--- config.mk ---
export PLATFORM = sky130hd
export DESIGN_NAME = casc_counter
export DESIGN_NICKNAME = d
export VERILOG_FILES = /design/src/rtl/cnt_pkg.sv /design/src/rtl/cnt_ctrl.sv /design/src/rtl/cnt_slice.sv /design/src/rtl/casc_counter.sv
export SDC_FILE = /design/constraint.sdc
export NUM_CORES = 1
export LEC_CHECK = 0
export BUFFER_PORTS_ARGS = -buffer_cell sky130_fd_sc_hd__buf_2
export CAP_MARGIN = 40
export CORE_AREA = 2 2 39 41
export CTS_BUF_LIST = sky130_fd_sc_hd__clkbuf_4 sky130_fd_sc_hd__clkbuf_8
export CTS_CLUSTER_DIAMETER = 150
export DETAILED_ROUTE_END_ITERATION = 12
export DIE_AREA = 0 0 41 43
export PLACE_DENSITY_LB_ADDON = 0.12
export SLEW_MARGIN = 20
export SYNTH_ARGS = -nofsm -noshare
export SYNTH_HDL_FRONTEND = slang
export SYNTH_SLANG_ARGS = --single-unit
--- constraint.sdc ---
create_clock -name clk -period 3.7 [get_ports clk]
set_input_delay 0.185 -clock clk [delete_from_list [all_inputs] [get_ports clk]]
set_output_delay 0.185 -clock clk [all_outputs]
set_load 0.1 [all_outputs]
--- src/rtl/cnt_pkg.sv ---
package cnt_pkg;
  // Operation chosen for the coming clock edge, by priority.
  typedef enum logic [1:0] {
    OP_HOLD  = 2'd0,
    OP_COUNT = 2'd1,
    OP_LOAD  = 2'd2,
    OP_CLEAR = 2'd3
  } op_e;
endpackage

--- src/rtl/cnt_ctrl.sv ---
module cnt_ctrl
  import cnt_pkg::*;
(
  input  logic clr_n,
  input  logic load_n,
  input  logic en_par,
  output op_e  op
);
  // Clear over load over count; the trickle enable is applied per slice.
  always_comb begin
    if (!clr_n)       op = OP_CLEAR;
    else if (!load_n) op = OP_LOAD;
    else if (en_par)  op = OP_COUNT;
    else              op = OP_HOLD;
  end
endmodule

--- src/rtl/cnt_slice.sv ---
module cnt_slice
  import cnt_pkg::*;
#(
  parameter int W = 4
) (
  input  logic         clk,
  input  logic         rst,
  input  op_e          op,
  input  logic         en_trk,
  input  logic [W-1:0] din,
  output logic [W-1:0] q,
  output logic         carry
);
  localparam logic [W-1:0] ONE = W'(1);

  always_ff @(posedge clk) begin
    if (rst) begin
      q <= '0;
    end else begin
      case (op)
        OP_CLEAR: q <= '0;
        OP_LOAD:  q <= din;
        OP_COUNT: if (en_trk) q <= q + ONE;
        default:  q <= q;
      endcase
    end
  end

  // Look-ahead carry: this slice is at its top value and may pass a count on.
  assign carry = en_trk & (&q);

  p_clear_zero_r2: assert property (@(posedge clk) disable iff (rst)
    (op == OP_CLEAR) |=> (q == '0));

  p_load_data_r3: assert property (@(posedge clk) disable iff (rst)
    (op == OP_LOAD) |=> (q == $past(din)));

  p_hold_value_r4: assert property (@(posedge clk) disable iff (rst)
    (op == OP_HOLD || (op == OP_COUNT && !en_trk)) |=> $stable(q));

  p_count_step_r4: assert property (@(posedge clk) disable iff (rst)
    (op == OP_COUNT && en_trk) |=> (q == $past(q) + ONE));
endmodule

--- src/rtl/casc_counter.sv ---
module casc_counter
  import cnt_pkg::*;
#(
  parameter int SLICES  = 2,
  parameter int SLICE_W = 4
) (
  input  logic                       clk,
  input  logic                       rst,
  input  logic                       clr_n,
  input  logic                       load_n,
  input  logic                       en_par,
  input  logic                       en_trk,
  input  logic [SLICES*SLICE_W-1:0]  din,
  output logic [SLICES*SLICE_W-1:0]  q,
  output logic                       carry_out
);
  localparam int TOTAL_W = SLICES * SLICE_W;

  op_e         op;
  logic [SLICES:0] trk;

  cnt_ctrl u_ctrl (
    .clr_n  (clr_n),
    .load_n (load_n),
    .en_par (en_par),
    .op     (op)
  );

  assign trk[0] = en_trk;

  for (genvar i = 0; i < SLICES; i++) begin : g_slice
    cnt_slice #(.W(SLICE_W)) u_slice (
      .clk    (clk),
      .rst    (rst),
      .op     (op),
      .en_trk (trk[i]),
      .din    (din[i*SLICE_W +: SLICE_W]),
      .q      (q[i*SLICE_W +: SLICE_W]),
      .carry  (trk[i+1])
    );
  end

  assign carry_out = trk[SLICES];

  p_reset_zero_r1: assert property (@(posedge clk)
    rst |=> (q == '0));

  p_carry_terminal_r6: assert property (@(posedge clk) disable iff (rst)
    carry_out |-> (en_trk && (q == {TOTAL_W{1'b1}})));

  p_terminal_carry_r6: assert property (@(posedge clk) disable iff (rst)
    (en_trk && (q == {TOTAL_W{1'b1}})) |-> carry_out);

  p_wrap_zero_r5: assert property (@(posedge clk) disable iff (rst)
    (clr_n && load_n && en_par && en_trk && (q == {TOTAL_W{1'b1}})) |=> (q == '0));
endmodule

==> flow_metrics.env, run 1 <==
export IMPL_outcome="finished, final reports clean"
export IMPL_cts_tree="built"
export IMPL_regMostFlops="g_slice.u_slice.q"
export IMPL_p_seq_frac=0.420
export IMPL_ir_worst_vdd_uv=162
export IMPL_yosys_warnings=0
export IMPL_dpl_hpwl_um=926
export IMPL_switching_share=0.342
export IMPL_n_antenna_cell=0
export IMPL_post_cts_resized=0
export IMPL_postSynthRegisterBits=8
export IMPL_drive_gt1_frac=0.303
export IMPL_synth_simple_area_share=0.211
export IMPL_area_growth_pct=26.0
export IMPL_path_depth=4
export IMPL_synth_xor_area_frac=0.0487
export IMPL_core_area_sq_um=1380
export IMPL_power_per_cell_area_nw_per_um2=322
export IMPL_first_global_vias=484
export IMPL_relSlewSlack=0.678
export IMPL_fin_setup_tns_ns=0
export IMPL_synth_cells=67
export IMPL_dr_pass1_iters=4
export IMPL_portBuffers=22
export IMPL_p_comb_frac=0.260
export IMPL_p_int_w=0.000144
export IMPL_path_delay_family="buffers and inverters"
export IMPL_cts_setup_buffers=0
export IMPL_finalCritPeriodShare=0.466
export IMPL_routed_via_density=5.17
export IMPL_reg_largest_list="g_slice.u_slice.q (8)"
export IMPL_nNetsFinal=110
export IMPL_gp_congestion=0.713
export IMPL_crit_buf_inv=1
export IMPL_synth_top_family_by_area="compound AO/OA/AOI/OAI gates"
export IMPL_cts_root_buf="clkbuf_4"
export IMPL_yosysUniqueCellTypes=26
export IMPL_cp_arrival_ns=1.54
export IMPL_hold_buffers=0
export IMPL_syn_cell_area_sq_um=539
export IMPL_finalHoldViolCount=0
export IMPL_numCtsBuffers=3
export IMPL_drv_slew=0
export IMPL_min_path_type="in2reg"
export IMPL_drt_antenna_violating_nets=0
export IMPL_cp_max_fo=5
export IMPL_wl_per_cell_um=12.0
export IMPL_row_count=14
export IMPL_synth_compound_area_frac=0.232
export IMPL_grt_max_degree=10
export IMPL_startpoint_type="flip-flop"
export IMPL_grt_pass1_wl_mm=2.00
export IMPL_cts_sinks=8
export IMPL_leakagePower_nw=0.344
export IMPL_p_clk_frac=0.320
export IMPL_critPathMaxStageDelay_ns=0.43
export IMPL_die_w_um=41
export IMPL_synth_seq_area_share=0.297
export IMPL_p_total_w=0.000219
export IMPL_cts_buffer_depth=2
export IMPL_drc=0
export IMPL_syn_num_nets=86
export IMPL_synthMuxAreaShare=0.0371
export IMPL_setup_violations=0
export IMPL_worstPathCellList="ha_1 -> nand4_2 -> nor2_1 -> buf_2"
export IMPL_cap_violations=0
export IMPL_clk_pin_slew_ns=0.06
export IMPL_num_fill_cells=149
export IMPL_dieArea_sq_um=1760
export IMPL_worstSetupPathType="reg2out"
export IMPL_holdPathStages=2
export IMPL_largest_reg_flops=8
export IMPL_final_cell_mix="buf_2, dfxtp_1, nand2_1, nor2_1, a22oi_1"
export IMPL_final_min_clock_period_ns=1.72
export IMPL_avgSynthCellArea_sq_um=8.05
export IMPL_final_common_cell="buf_2"
export IMPL_antenna_found_initial=0
export IMPL_synthArstFlopShare=0
export IMPL_cp_required_ns=3.51
export IMPL_start_util=0.390
export IMPL_rsz0062_at_grt="no"
export IMPL_worst_path_max_delay_cell="buf_2"
export IMPL_fin_skew_ns=0.000183
export IMPL_synth_adder_area_share=0.116
export IMPL_cts_max_level=1
export IMPL_ios=23
export IMPL_routed_wl_mm=1.26
export IMPL_worst_r2r_path_depth=5
export IMPL_grt_ovfl_total=0
export IMPL_cp_end_kind="primary output"
export IMPL_die_h_um=43
export IMPL_worst_pin_slew_ns=0.486
export IMPL_clock_latency_ns=0.26
export IMPL_power_switching_w=0.0000749
export IMPL_ys_flop_type="dfxtp_1"
export IMPL_vias=543
export IMPL_synth_edf_count=0
export IMPL_grt_total_usage=0.168
export IMPL_fmax_mhz=580
export IMPL_dr_first_iter_drc_count=8
-- power by group through the flow --
stage / Sequential (W) / Clock (W) / Combinational [W]
after floorplan: 0.000112 / 0 / 0.0000234
after global placement: 0.0000937 / 0 / 0.0000569
after detailed placement: 0.0000938 / 0 / 0.0000569
after CTS: 0.0000919 / 0.0000721 / 0.0000572
after global routing: 0.0000923 / 0.0000734 / 0.0000622
final: 0.0000919 / 0.0000701 / 0.0000568
-- Yosys cell counts (2+ instances only) --
cell type,count,share of area
ha_1,5,0.12
dfxtp_1,8,0.30
nor2_1,7,0.049
a21oi_1,3,0.028
nand2_1,7,0.049
xnor2_1,2,0.032
o21ai_0,3,0.028
a22oi_1,6,0.084
a21o_1,2,0.028
mux2i_1,2,0.037
inv_1,5,0.035
or3_1,2,0.023
nand3_1,2,0.019
-- cell type report --
cell class	instances	area, sq um	share of cell area
Inverter	5	18.8	0.0276
Multi-Input combinational cell	51	348	0.512
Sequential cell	8	160	0.236
Timing Repair Buffer	22	110	0.162
Clock buffer	3	22.5	0.0331
Tap cell	16	20.0	0.0295
-- cells by family (layout without fill, tap and decap cells) --
kind of cell / count (synthesis) / in the layout
simple gates: 23 / 23
compound gates: 18 / 18
flops: 8 / 8
buf+inv: 8 / 30
fa+ha+maj: 5 / 5
xor+xnor: 3 / 3
mux: 2 / 2
-- routing by layer --
layer,track usage,vias to the layer above,wire length (um)
met1,0.229,235,669
li1,-,283,-
met4,0.120,0,44
met3,0.0314,5,76
met5,0,-,0
met2,0.225,20,471
-- path summary, 6_finish.rpt --
kind / slack, ns / end / from
worst max-delay path: 1.98 / carry_out / g_slice[0].u_slice.q[0]
worst min-delay path: 0.21 / g_slice[1].u_slice.q[2] / rst
worst max register to register: 2.17 / g_slice[1].u_slice.q[0] / g_slice[0].u_slice.q[0]
worst min register to register: 0.52 / g_slice[1].u_slice.q[2] / g_slice[1].u_slice.q[2]
-- metrics by stage --
step	utilization	cell area, sq um	std cells	hold slack (ns)	worst slack, ns
floorplan	-	539	67	0.433	0.777
global placement	0.475	657	102	0.477	2.12
detailed placement	0.475	657	102	0.481	2.10
CTS	0.491	679	105	0.201	1.97
global route	0.491	679	105	0.226	1.91
finish	0.491	679	105	0.207	1.98
Power figures use the tool's default switching activity.
==> inputs of run 2 (changes only) <==
ABC_AREA = 1   (was unset)
CORE_AREA = unset   (was 2 2 39 41)
CORE_MARGIN = 2   (was unset)
CORE_UTILIZATION = 44   (was unset)
DIE_AREA = unset   (was 0 0 41 43)
clock period = 1.4 ns   (was 3.7 ns; I/O delays follow)
==> flow_metrics.env, run 2 <==
export IMPL_antenna_found_initial=0
export IMPL_n_antenna_cell=0
export IMPL_p_int_w=0.000377
export IMPL_synth_seq_area_share=0.281
export IMPL_relSlewSlack=0.676
export IMPL_ir_worst_vdd_uv=492
export IMPL_netlist_top_cells_area="dfxtp_1, nand2_1, ha_1"
export IMPL_outcome="finished, violations left"
export IMPL_vias=655
export IMPL_power_switching_w=0.000205
export IMPL_routed_wl_mm=1.47
export IMPL_cap_violations=0
export IMPL_grt_ovfl_total=0
export IMPL_cp_arrival_ns=1.33
export IMPL_violations="negative setup slack"
export IMPL_p_seq_frac=0.404
export IMPL_leakagePower_nw=0.420
export IMPL_placed_area_sq_um=790
export IMPL_r2r_start="g_slice[0].u_slice.q[1]"
export IMPL_dr_pass1_iters=4
export IMPL_worst_r2r_setup_slack_ns=0.09
export IMPL_fin_ws_ns=-0.00121
export IMPL_area_growth_pct=47.1
export IMPL_cts_max_level=1
export IMPL_drv_slew=0
export IMPL_regMostFlops="g_slice.u_slice.q"
export IMPL_clk_pin_slew_ns=0.06
export IMPL_grt_max_degree=9
export IMPL_clock_latency_ns=0.26
export IMPL_gp_congestion=0.844
export IMPL_synth_top_area_share=0.281
export IMPL_fin_skew_ns=0.00721
export IMPL_avgSynthCellArea_sq_um=6.71
export IMPL_drive_gt1_frac=0.438
export IMPL_syn_cell_area_sq_um=571
export IMPL_worstSetupPathType="reg2out"
export IMPL_grt_total_usage=0.215
export IMPL_core_area_sq_um=1160
export IMPL_postSynthRegisterBits=8
export IMPL_start_util=0.494
export IMPL_die_w_um=40.0
export IMPL_drt_antenna_violating_nets=0
export IMPL_critPathCapture="carry_out"
export IMPL_largest_reg_flops=8
export IMPL_final_cell_mix="nand2_1, buf_2, a21oi_1, dfxtp_4"
export IMPL_reg_largest_list="g_slice.u_slice.q (8)"
export IMPL_finalHoldViolCount=0
export IMPL_yosys_warnings=0
export IMPL_startpoint_type="flip-flop"
export IMPL_dpl_hpwl_mm=1.12
export IMPL_wl_per_cell_um=11.7
export IMPL_holdPathStages=2
export IMPL_synth_most_common_cell="nand2_1"
export IMPL_ios=23
export IMPL_p_total_w=0.000582
export IMPL_cp_required_ns=1.33
export IMPL_cts_sinks=8
export IMPL_portBuffers=22
export IMPL_drc=0
export IMPL_synth_cells=85
export IMPL_power_per_cell_area_nw_per_um2=693
export IMPL_numCtsBuffers=3
export IMPL_reg2reg_to="g_slice[1].u_slice.q[0]"
export IMPL_min_path_type="in2reg"
export IMPL_synth_edf_count=0
export IMPL_fmax_mhz=714
export IMPL_yosysUniqueCellTypes=22
export IMPL_worst_r2r_path_depth=8
export IMPL_cts_buffer_depth=2
export IMPL_dieArea_sq_um=1600
export IMPL_ys_flop_type="dfxtp_1"
export IMPL_routed_via_density=5.20
export IMPL_cts_tree="built"
export IMPL_row_count=12
export IMPL_nNetsFinal=133
export IMPL_grt_pass1_wl_mm=2.21
export IMPL_fin_area_sq_um=840
export IMPL_final_common_cell="nand2_1"
export IMPL_worstSetupStartpoint="g_slice[0].u_slice.q[1]"
export IMPL_syn_num_nets=104
export IMPL_rsz0062_at_grt="yes"
export IMPL_setup_violations=1
export IMPL_p_clk_frac=0.303
export IMPL_register_area_sq_um=190
export IMPL_first_global_vias=542
export IMPL_final_min_clock_period_ns=1.40
export IMPL_die_h_um=40.0
export IMPL_switching_share=0.352
export IMPL_synth_top_cells_by_count="nand2_1, a21oi_1, dfxtp_1"
export IMPL_finalCritPeriodShare=1.00
export IMPL_cp_end_kind="primary output"
export IMPL_synth_top_area_cell="dfxtp_1"
export IMPL_num_fill_cells=95
export IMPL_cts_root_buf="clkbuf_4"
export IMPL_p_comb_frac=0.293
export IMPL_synthArstFlopShare=0
export IMPL_cp_max_fo=2
export IMPL_dr_first_iter_drc_count=16
export IMPL_multi_input_area_sq_um=424
export IMPL_worst_pin_slew_ns=0.489
## run 2: how the worst min path moves through the flow
stage,from,end,slack [ns]
final,rst,g_slice[1].u_slice.q[2],0.09
after global routing,rst,g_slice[1].u_slice.q[0],0.1
after CTS,rst,g_slice[0].u_slice.q[3],0.08
after global placement,rst,g_slice[1].u_slice.q[2],0.34
after floorplan,din[3],g_slice[0].u_slice.q[3],0.28
after detailed placement,rst,g_slice[1].u_slice.q[1],0.35
## run 2: layer usage
| layer | global-route usage | up-vias | part of all wire |
|---|---|---|---|
| li1 | - | 336 | - |
| met1 | 0.244 | 298 | 0.43 |
| met2 | 0.347 | 21 | 0.50 |
| met3 | 0.100 | 0 | 0.069 |
| met4 | 0.0776 | 0 | 0 |
| met5 | 0 | - | 0 |
## run 2: cells by family after synthesis
kind of cell,count (synthesis),synth area share
AND/OR/NAND/NOR,47,0.364
AO/OA/AOI/OAI,16,0.178
buffers and inverters,9,0.0680
flip-flops,8,0.281
adder cells (fa/ha/maj),5,0.110
## run 2: cell type report
| cell class | instances | share of cell area |
|---|---|---|
| sequential | 8 | 0.227 |
| clock buffer | 3 | 0.0268 |
| tap | 14 | 0.0209 |
| multi-input combinational | 68 | 0.505 |
| inverter | 6 | 0.0268 |
| timing repair buffer | 27 | 0.194 |
## run 2: worst max-delay path: stages (launching register included)
cell	delay, ns
dfxtp_4	0.36
ha_4	0.14
nand2_4	0.05
nor4_4	0.30
buf_12	0.21
## run 2: power groups by stage
stage | logic (W) | registers (W) | clock network [W]
3_5_place_dp | 0.000165 | 0.000241 | 0
3_3_place_gp | 0.000162 | 0.000241 | 0
4_1_cts | 0.000171 | 0.000235 | 0.000182
2_1_floorplan | 0.0000706 | 0.000289 | 0
6_report | 0.000170 | 0.000235 | 0.000176
5_1_grt | 0.000183 | 0.000236 | 0.000193
## run 2: per-stage QoR
stage	std cells	utilization	setup TNS [ns]	setup slack [ns]	hold slack (ns)
detailed placement	120	0.683	0	0.0844	0.353
CTS	126	0.726	-0.00980	-0.00980	0.0824
floorplan	85	-	-0.566	-0.566	0.281
global placement	120	0.683	0	0.151	0.343
global route	126	0.726	-0.0312	-0.0312	0.0976
finish	126	0.726	-0.00121	-0.00121	0.0870
## run 2: what timing repair did
action,in CTS,in global routing
cloned,0,0
pin swaps,3,1
setup endpoints to repair,1,1
resized for setup,1,0
setup buffers,3,0
hold buffers,0,0
